File: config.mk
export PLATFORM = sky130hd
export DESIGN_NAME = lowhalf_guard
export DESIGN_NICKNAME = d
export VERILOG_FILES = /design/src/rtl/lhg_pkg.sv /design/src/rtl/lhg_decode.sv /design/src/rtl/lhg_respond.sv /design/src/rtl/lhg_store.sv /design/src/rtl/lowhalf_guard.sv
export SDC_FILE = /design/constraint.sdc
export NUM_CORES = 1
export LEC_CHECK = 0
export CORE_AREA = 2 2 39 41
export CTS_BUF_LIST = sky130_fd_sc_hd__clkbuf_8
export CTS_CLUSTER_SIZE = 30
export DETAILED_ROUTE_END_ITERATION = 10
export DIE_AREA = 0 0 41 43
export DONT_BUFFER_PORTS = 1
export PLACE_DENSITY = 0.49
export SLEW_MARGIN = 40
export SYNTH_ARGS = -nofsm -noshare
export SYNTH_HDL_FRONTEND = slang
export SYNTH_SLANG_ARGS = --single-unit
File: constraint.sdc
create_clock -name clk -period 2.1 [get_ports clk]
set_input_delay 0.21 -clock clk [delete_from_list [all_inputs] [get_ports clk]]
set_output_delay 0.21 -clock clk [all_outputs]
set_load 0.01 [all_outputs]
File: src/rtl/lhg_pkg.sv
package lhg_pkg;

   typedef enum logic [1:0] {
      PS_OPEN = 2'b00,
      PS_SOFT = 2'b01,
      PS_LOCK = 2'b11
   } prot_e;

   typedef enum logic [2:0] {
      OP_NONE = 3'd0,
      OP_MEM  = 3'd1,
      OP_SET  = 3'd2,
      OP_CLR  = 3'd3,
      OP_PERM = 3'd4
   } op_e;

   typedef struct packed {
      logic [3:0] dtype;
      logic [2:0] chip;
      logic       rd;
   } sel_t;

   function automatic prot_e norm_state(input logic [1:0] v);
      case (v)
         2'b00:   return PS_OPEN;
         2'b11:   return PS_LOCK;
         default: return PS_SOFT;
      endcase
   endfunction

   function automatic logic is_prot_op(input op_e op);
      return (op == OP_SET) || (op == OP_CLR) || (op == OP_PERM);
   endfunction

endpackage

File: src/rtl/lhg_decode.sv
module lhg_decode
   import lhg_pkg::*;
#(
   parameter logic [3:0] MEM_ID      = 4'b1010,
   parameter logic [3:0] PROT_ID     = 4'b0110,
   parameter bit         STRICT_PINS = 1'b1
) (
   input  logic [7:0] sel_byte,
   input  logic       hv_ce0,
   input  logic [2:0] ce_pins,
   output op_e        op,
   output logic       rd
);

   localparam logic [2:0] SET_CHIP = 3'b001;
   localparam logic [2:0] CLR_CHIP = 3'b011;

   sel_t sel;
   logic set_pins_ok;
   logic clr_pins_ok;

   assign sel = sel_t'(sel_byte);
   assign rd  = sel.rd;

   generate
      if (STRICT_PINS) begin : g_strict
         assign set_pins_ok = (ce_pins[2:1] == 2'b00);
         assign clr_pins_ok = (ce_pins[2:1] == 2'b01);
      end else begin : g_loose
         assign set_pins_ok = 1'b1;
         assign clr_pins_ok = 1'b1;
      end
   endgenerate

   always_comb begin
      op = OP_NONE;
      if ((sel.dtype == MEM_ID) && (sel.chip == ce_pins)) begin
         op = OP_MEM;
      end else if (sel.dtype == PROT_ID) begin
         if (hv_ce0) begin
            if ((sel.chip == SET_CHIP) && set_pins_ok)
               op = OP_SET;
            else if ((sel.chip == CLR_CHIP) && clr_pins_ok)
               op = OP_CLR;
         end else if (sel.chip == ce_pins) begin
            op = OP_PERM;
         end
      end
   end

endmodule

File: src/rtl/lhg_respond.sv
module lhg_respond
   import lhg_pkg::*;
#(
   parameter int AW    = 8,
   parameter int POS_W = 2
) (
   input  op_e              op,
   input  logic             rd,
   input  logic [POS_W-1:0] byte_pos,
   input  logic [AW-1:0]    tgt_addr,
   input  logic             wr_ctrl,
   input  prot_e            state,
   output logic             ack,
   output logic             wr_trig,
   output logic             wr_allow
);

   localparam logic [AW-1:0]    LOW_SPAN = AW'(1) << (AW - 1);
   localparam logic [POS_W-1:0] POS_SEL  = '0;
   localparam logic [POS_W-1:0] POS_ADR  = POS_W'(1);
   localparam logic [POS_W-1:0] POS_DAT  = POS_W'(2);

   logic in_low;
   logic sel_ok;
   logic at_sel;
   logic at_adr;

   assign in_low   = (tgt_addr < LOW_SPAN);
   assign wr_allow = !wr_ctrl && (!in_low || (state == PS_OPEN));
   assign at_sel   = (byte_pos == POS_SEL);
   assign at_adr   = (byte_pos == POS_ADR);

   assign sel_ok = is_prot_op(op) && (state != PS_LOCK) &&
                   !((state == PS_SOFT) && (op == OP_SET));

   always_comb begin
      ack     = 1'b0;
      wr_trig = 1'b0;
      if (op == OP_MEM) begin
         if (at_sel) begin
            ack = 1'b1;
         end else if (!rd) begin
            if (at_adr) begin
               ack = 1'b1;
            end else if (byte_pos >= POS_DAT) begin
               ack     = wr_allow;
               wr_trig = wr_allow;
            end
         end
      end else if (is_prot_op(op)) begin
         if (at_sel) begin
            ack = sel_ok;
         end else if (!rd) begin
            if (at_adr) begin
               ack = sel_ok;
            end else if (byte_pos >= POS_DAT) begin
               ack     = sel_ok && !wr_ctrl;
               wr_trig = sel_ok && !wr_ctrl;
            end
         end
      end
   end

endmodule

File: src/rtl/lhg_store.sv
module lhg_store
   import lhg_pkg::*;
#(
   parameter int POS_W = 2
) (
   input  logic             clk,
   input  logic             rst_n,
   input  logic             byte_stb,
   input  logic [POS_W-1:0] byte_pos,
   input  op_e              op,
   input  logic             wr_trig,
   input  logic             cyc_done,
   input  logic             pre_en,
   input  logic [1:0]       pre_state,
   output prot_e            state
);

   localparam logic [POS_W-1:0] POS_DAT = POS_W'(2);

   prot_e state_q;
   logic  pend_q;
   op_e   pend_op_q;
   logic  arm;
   logic  drop;

   assign arm  = byte_stb && (byte_pos >= POS_DAT) && is_prot_op(op) && wr_trig;
   assign drop = byte_stb && (byte_pos == '0);

   function automatic prot_e next_state(input prot_e cur, input op_e pop);
      if (cur == PS_LOCK) return PS_LOCK;
      case (pop)
         OP_SET:  return PS_SOFT;
         OP_CLR:  return PS_OPEN;
         OP_PERM: return PS_LOCK;
         default: return cur;
      endcase
   endfunction

   // Retained state: deliberately outside the reset domain.
   always_ff @(posedge clk) begin
      if (pre_en)
         state_q <= norm_state(pre_state);
      else if (cyc_done && pend_q)
         state_q <= next_state(state_q, pend_op_q);
   end

   always_ff @(posedge clk or negedge rst_n) begin
      if (!rst_n) begin
         pend_q    <= 1'b0;
         pend_op_q <= OP_NONE;
      end else if (cyc_done) begin
         pend_q    <= 1'b0;
      end else if (drop) begin
         pend_q    <= 1'b0;
      end else if (arm) begin
         pend_q    <= 1'b1;
         pend_op_q <= op;
      end
   end

   assign state = state_q;

endmodule

File: src/rtl/lowhalf_guard.sv
module lowhalf_guard
   import lhg_pkg::*;
#(
   parameter int         AW          = 8,
   parameter int         POS_W       = 2,
   parameter logic [3:0] MEM_ID      = 4'b1010,
   parameter logic [3:0] PROT_ID     = 4'b0110,
   parameter bit         STRICT_PINS = 1'b1
) (
   input  logic             clk,
   input  logic             rst_n,
   input  logic             byte_stb,
   input  logic [7:0]       sel_byte,
   input  logic             hv_ce0,
   input  logic [2:0]       ce_pins,
   input  logic             wr_ctrl,
   input  logic [POS_W-1:0] byte_pos,
   input  logic [AW-1:0]    tgt_addr,
   input  logic             cyc_done,
   input  logic             pre_en,
   input  logic [1:0]       pre_state,
   output logic             ack,
   output logic             wr_trig,
   output logic             wr_allow,
   output logic [1:0]       prot_state,
   output logic             perm_lock
);

   generate
      if (AW < 2) begin : g_bad_aw
         $error("lowhalf_guard: AW must be at least 2");
      end
      if (POS_W < 2) begin : g_bad_pos
         $error("lowhalf_guard: POS_W must be at least 2");
      end
      if (MEM_ID == PROT_ID) begin : g_bad_id
         $error("lowhalf_guard: MEM_ID and PROT_ID must differ");
      end
   endgenerate

   op_e   op;
   logic  rd;
   prot_e state;

   lhg_decode #(
      .MEM_ID      (MEM_ID),
      .PROT_ID     (PROT_ID),
      .STRICT_PINS (STRICT_PINS)
   ) u_decode (
      .sel_byte (sel_byte),
      .hv_ce0   (hv_ce0),
      .ce_pins  (ce_pins),
      .op       (op),
      .rd       (rd)
   );

   lhg_respond #(
      .AW    (AW),
      .POS_W (POS_W)
   ) u_respond (
      .op       (op),
      .rd       (rd),
      .byte_pos (byte_pos),
      .tgt_addr (tgt_addr),
      .wr_ctrl  (wr_ctrl),
      .state    (state),
      .ack      (ack),
      .wr_trig  (wr_trig),
      .wr_allow (wr_allow)
   );

   lhg_store #(
      .POS_W (POS_W)
   ) u_store (
      .clk       (clk),
      .rst_n     (rst_n),
      .byte_stb  (byte_stb),
      .byte_pos  (byte_pos),
      .op        (op),
      .wr_trig   (wr_trig),
      .cyc_done  (cyc_done),
      .pre_en    (pre_en),
      .pre_state (pre_state),
      .state     (state)
   );

   assign prot_state = state;
   assign perm_lock  = (state == PS_LOCK);

endmodule

-- After elaboration in Yosys (flattened, before gate mapping)
Index checks and enable logic that the tools add are counted.
- add/sub/neg operators: 0
- multiply operators: 0
- div/mod/pow operators: 0
- magnitude comparators: 2
- equal/unequal tests: 18
- shift operators: 0
- multiplexer cells: 36
- bitwise operators: 2
- reduce and logical (&&, ||, !) cells: 28
- operators with widths (cell ; count):
    $mux W1 ; 24
    $eq A3 B2 Y1 const B ; 5
    $mux W3 ; 5
    $logic_and A1 B1 Y1 ; 13
    $mux W2 ; 5
    $logic_not A2 Y1 ; 4
    $lt A8 B8 Y1 const B ; 1
    $eq A2 B1 Y1 const B ; 3
    $eq A3 B1 Y1 const B ; 2
    $eq A3 B3 Y1 const B ; 2
    $pmux W2 S3 ; 1
    $reduce_bool A5 Y1 ; 1
    $eq A2 B2 Y1 const B ; 2
    $eq A4 B3 Y1 const B ; 1
    $eq A4 B4 Y1 const B ; 1
    $pmux W2 S2 ; 1
    $eq A3 B3 Y1 ; 1
    $logic_not A1 Y1 ; 3
    $logic_or A1 B1 Y1 ; 3
    $reduce_and A3 Y1 ; 1
    $reduce_bool A3 Y1 ; 1
    $ge A2 B2 Y1 const B ; 1
    $ne A2 B2 Y1 const B ; 1
    $not A1 Y1 ; 2
    2 further kinds ; 2
- register bits: 6
- latch bits: 0
- memory bits (writable): 0
- bits in read-only memories: 0
- word-level logic and storage cells: 89
- memories: 0

-- Depth between registers and ports, before layout
- word-level depth: 23
- mapped depth: 6
- gate-level depth less buffers: 6

-- Hierarchy
Synthesis repeated with hierarchy kept, for this count alone.
- cells, all modules: 66
- area, all modules: 590.6 µm²
- by module, submodules not included (module ; times used ; cells each ; area an instance (µm²) ; sequential area each (µm²)):
    lhg_store ; 1 ; 33 ; 351.6 ; 160.2
    lhg_respond ; 1 ; 16 ; 121.4 ; 0.0
    lhg_decode ; 1 ; 16 ; 111.4 ; 0.0
    lowhalf_guard ; 1 ; 1 ; 6.3 ; 0.0

-- Worst setup path before layout
OpenSTA, ideal clock, no wires.
- path kind: in2out
- start: input sel_byte[4]
- end: output ack
- arrival time: 1888 ps
- data required time: 1890 ps
- setup slack: 2 ps
- stages on the path: 4
- buffers on the path: 0
- cell sequence: or4bb_1 > or4_4 > a21o_1 > a222oi_1
- longest elaborated chain between the ends: 15
- ends and longest elaborated chain (what ; line ; source):
    start, declared ; lowhalf_guard.sv:13 ; input logic [7:0] sel_byte,
    $eq A4 B3 Y1 or $eq A4 B4 Y1 (tied branches) ; lhg_decode.sv:39, lhg_decode.sv:37 ;
    $mux W3 or $logic_and A1 B1 Y1 (tied branches) ; lhg_decode.sv:39, lhg_decode.sv:37 ;
    $mux W3 (*) ; lhg_decode.sv:37 ; if ((sel.dtype == MEM_ID) && (sel.chip == ce_pins)) begin
    $eq A3 B2 Y1, on equally long branches ; lhg_pkg.sv:32, lhg_respond.sv:34 ;
    $logic_or A1 B1 Y1 (2 in a row) ; lhg_pkg.sv:32 ; return (op == OP_SET) || (op == OP_CLR) || (op == OP_PERM);
    $logic_and A1 B1 Y1 (2 in a row) ; lhg_respond.sv:33 ; assign sel_ok = is_prot_op(op) && (state != PS_LOCK) &&
    $logic_and A1 B1 Y1 ; lhg_respond.sv:57 ; ack = sel_ok && !wr_ctrl;
    $mux W1 ; lhg_respond.sv:56 ; end else if (byte_pos >= POS_DAT) begin
    $mux W1 ; lhg_respond.sv:54 ; if (at_adr) begin
    $mux W1 ; lhg_respond.sv:53 ; end else if (!rd) begin
    $mux W1 ; lhg_respond.sv:51 ; if (at_sel) begin
    $mux W1 ; lhg_respond.sv:50 ; end else if (is_prot_op(op)) begin
    $mux W1 (*) ; lhg_respond.sv:39 ; if (op == OP_MEM) begin
    end, declared ; lowhalf_guard.sv:22 ; output logic ack,
Mark *: on every way between the ends. The rest lies on a longest branch, timed or not.

-- Worst setup path in the final report
- start: register u_store.state_q[0] (netlist: u_store.state[0])
- end: output ack
- longest elaborated chain between the ends: 11
- ends and longest elaborated chain (what ; line ; source):
    start, declared ; lhg_store.sv:20 ; prot_e state_q;
    start signal, assigned ; lhg_store.sv:42 ; state_q <= norm_state(pre_state);
    start signal, assigned ; lhg_store.sv:44 ; state_q <= next_state(state_q, pend_op_q);
    $eq A2 B1 Y1 ; lhg_respond.sv:34 ; !((state == PS_SOFT) && (op == OP_SET));
    $logic_and A1 B1 Y1 ; lhg_respond.sv:34 ;
    $logic_not A1 Y1 ; lhg_respond.sv:34 ;
    $logic_and A1 B1 Y1 ; lhg_respond.sv:33 ;
    $logic_and A1 B1 Y1 ; lhg_respond.sv:57 ;
    $mux W1 ; lhg_respond.sv:56 ;
    $mux W1 ; lhg_respond.sv:54 ;
    $mux W1 ; lhg_respond.sv:53 ;
    $mux W1 ; lhg_respond.sv:51 ;
    $mux W1 ; lhg_respond.sv:50 ;
    $mux W1 (*) ; lhg_respond.sv:39 ;
Marked as above.

==> results by group <==
Run status
  – Status: finished with violations
  – Failing checks: setup timing

Floorplanning
  – Die Area: 0.00176 mm2
  – Core Region: ~0.0014 mm2
  – Initial Util: 37.2%
  – # rows: 14
  – I/O pin count: 36
  – Die height: 43 um
  – Die X: 41 um

Synth
  – Syn avg cell area: about 8.7 um2
  – Yosys reg bits: 6
  – Post-synthesis compound-gate area fraction: 18.0%
  – Multiplexer area fraction after synthesis: under 10%
  – Register area share after synthesis: 31.1%
  – Number of enable flip-flop cells after synthesis: 2
  – Post-Synth XOR/XNOR Area: 6.81%
  – Synth Flop Type: dfrtp_1
  – Simple-Gate Fraction of Synth Area: 33.8%
  – Netlist cell types: 31
  – Ys Warns: 0
  – FFs w/ async S/R, synth: between 60 and 70%
  – Syn_nets: 89
  – Largest family of logic cells by synthesized area: simple AND/OR/NAND/NOR gates
  – Post-Synthesis Cells: between 50 and 60
  – Mapped Area: 514 um2
  – Adder-Cell Fraction of Synth Area: 0%

Worst setup path
  – Worst path cell trace: and2_4, or4_4, a21o_1, a222oi_1, buf_4
  – Critical path arrival: 2020 ps
  – CP startpoint kind: register
  – Delay-heaviest family, CP: simple AND/OR/NAND/NOR gates
  – CP Class: reg2out
  – Crit. End Element: primary output
  – Worst-case reg-to-reg path depth: 4
  – CP max FO: 4
  – Critical Path Stages: 5
  – CP peak stage delay: 550 ps
  – Worst Path Buf+Inv: 1
  – Req. time, crit path: ~1900 ps
  – Worst path slowest cell: or4_4

Placed design
  – Dpl cell area: 572 um2
  – Port-buffer cells: 0
  – Placer Congestion: 0.701
  – Worst slack, placed: -95.4 ps
  – HPWL after DPL: about 950 um

Final layout
  – # diodes: 0
  – Fin nets: 100
  – Area grow syn2layout: 23.6%
  – Fillers: 150
  – Commonest non-fill, non-tap cells in the layout: 10 x nor2_1, 4 x buf_4, 4 x dfrtp_1
  – Share of layout cells above drive strength 1: roughly a quarter
  – Final Instance Area: between 600 and 700 um2
  – Fin util: 45.9%
  – Most common cell after layout, fill and taps aside: nor2_1

Timing
  – Slew of the pin with the lowest slew margin: between 200 and 300 ps
  – Final hold vios: 0
  – Final setup violation count: 1
  – Worst clock skew: 7.27 ps
  – Final Worst Setup Slack: -127 ps
  – Unrepaired setup endpoints after global routing: yes
  – Slew HR: 82.1%
  – Final setup TNS: -127 ps
  – Maximum clock frequency: 449 MHz
  – Pins Over Slew Limit: 0
  – Tcrit/Tclk final: 106%
  – Final worst path period need: 2230 ps

Power
  – Worst VDD drop: 0.000521 V
  – Pwr dens: 553 mW/mm2
  – Overall Power: about 350 uW
  – Pleak: approximately 0.26 nW

Clock network
  – CTS tree: yes
  – TritonCTS Sinks: 6
  – Clock Latency Late Sink: 220 ps
  – Worst-path clk slew: ~40 ps
  – Clock buffer depth: 2
  – TritonCTS buffer count: 3
  – Root Driver: clkbuf_8
  – # H-tree levels: 1

Hold path
  – Hold depth: 3
  – Min-Delay Path Class: in2reg

Drt
  – Final WL: approximately 1100 um
  – DR vias/cell: 5.82
  – Remaining antenna violation count: 0
  – Avg WL per Cell: 13.3 um
  – Initial drt markers: 7
  – Drt pass-1 iters: 4
  – DRC violations left: 0
  – DR vias: 495

Global route
  – Initial antenna violation count: 0
  – Global-route wire length before repair: 1860 um
  – All-Layer GR Usage: 16.0%
  – Largest net degree at the start of global routing: 6
  – Number of global-route vias before repair: 481
  – Gr ovfl total: 0

Job
  – Max-cap viol count: 0
[per-layer routing]
layer	routed length [um]	share of wire (%)	track usage, %	vias up
met1	448	40	18.4	233
li1	-	-	-	243
met2	559	50	24.1	19
met3	119	11	11.5	0
met4	0	0	2.00	0
met5	0	0	0	-
[final cells by class]
| class | count | area (um2) | area share (%) |
|---|---|---|---|
| clock inverter | 1 | 3.75 | 0.591 |
| clock buffer | 3 | 41.3 | 6.50 |
| timing repair buffer | 6 | 51.3 | 8.07 |
| sequential | 6 | 160 | 25.2 |
| inverter | 2 | 7.51 | 1.18 |
| tap | 16 | 20.0 | 3.15 |
| multi-input combinational | 51 | 352 | 55.3 |
[timing repair]
| action | 4_1_cts | 5_1_grt |
|---|---|---|
| pin swaps | 1 | 0 |
| resized for setup | 1 | 3 |
| setup buffers | 0 | 0 |
| setup endpoints to repair | 1 | 1 |
| gates cloned | 0 | 0 |
| endpoints found under the hold margin | 4 | 0 |
| hold buffers | 1 | 0 |
[final timing paths]
path | end | slack (ps) | from
setup / recovery | ack | -130 | u_store.state[0]$_DFFE_PP_
hold / removal | u_store.pend_q$_DFFE_PN0P_ | 170 | cyc_done
setup reg to reg | u_store.pend_op_q[0]$_DFFE_PN0P_ | 170 | u_store.state[0]$_DFFE_PP_
hold reg to reg | u_store.pend_op_q[0]$_DFFE_PN0P_ | 550 | u_store.pend_op_q[0]$_DFFE_PN0P_
max in group asynchronous | u_store.pend_op_q[0]$_DFFE_PN0P_ | 1660 | rst_n
min in group asynchronous | u_store.pend_q$_DFFE_PN0P_ | 260 | rst_n
[sequential cells by signal, summed over array words and instances, names as in the netlist]
signal             count
u_store.pend_q         1
u_store.state          2
u_store.pend_op_q      3
[where the power goes]
part           internal, mW  switching (mW)  leakage [nW]  total [mW]
clock                 0.125          0.0489        0.0269       0.174
sequential            0.125         0.00134        0.0749       0.126
combinational        0.0280          0.0234         0.162      0.0514
[cell usage after synthesis (2+ instances only)]
master / number / area share (%)
mux2_4: 3 / 8.8
nor2_1: 10 / 7.3
inv_1: 2 / 1.5
edfxtp_1: 2 / 12
xnor2_1: 3 / 5.1
o21ai_0: 4 / 3.9
dfrtp_1: 4 / 19
or2_2: 2 / 2.4
nor3_1: 2 / 1.9
nand2_1: 4 / 2.9
a21oi_1: 3 / 2.9
[worst register-to-register path, stage by stage, from the launching register on]
cell and delay, ps:
edfxtp_1 400, and2_4 170, or4_4 550, a211o_1 360
mux2_4 320
[through the flow]
step | hold slack [ps] | cells
after global routing | 202 | 85
final | 169 | 85
after floorplan | -85.6 | 59
after CTS | 164 | 85
after detailed placement | -85.5 | 80
after global placement | -85.5 | 80
[kinds of logic (layout without fill, tap and decap cells)]
logic type / after synthesis / in the layout
AO/OA/AOI/OAI: 14 / 14
XOR/XNOR: 4 / 4
buffers and inverters: 2 / 12
flip-flops: 6 / 6
multiplexers: 3 / 3
AND/OR/NAND/NOR: 30 / 30
(Power assumes the default switching activity.)
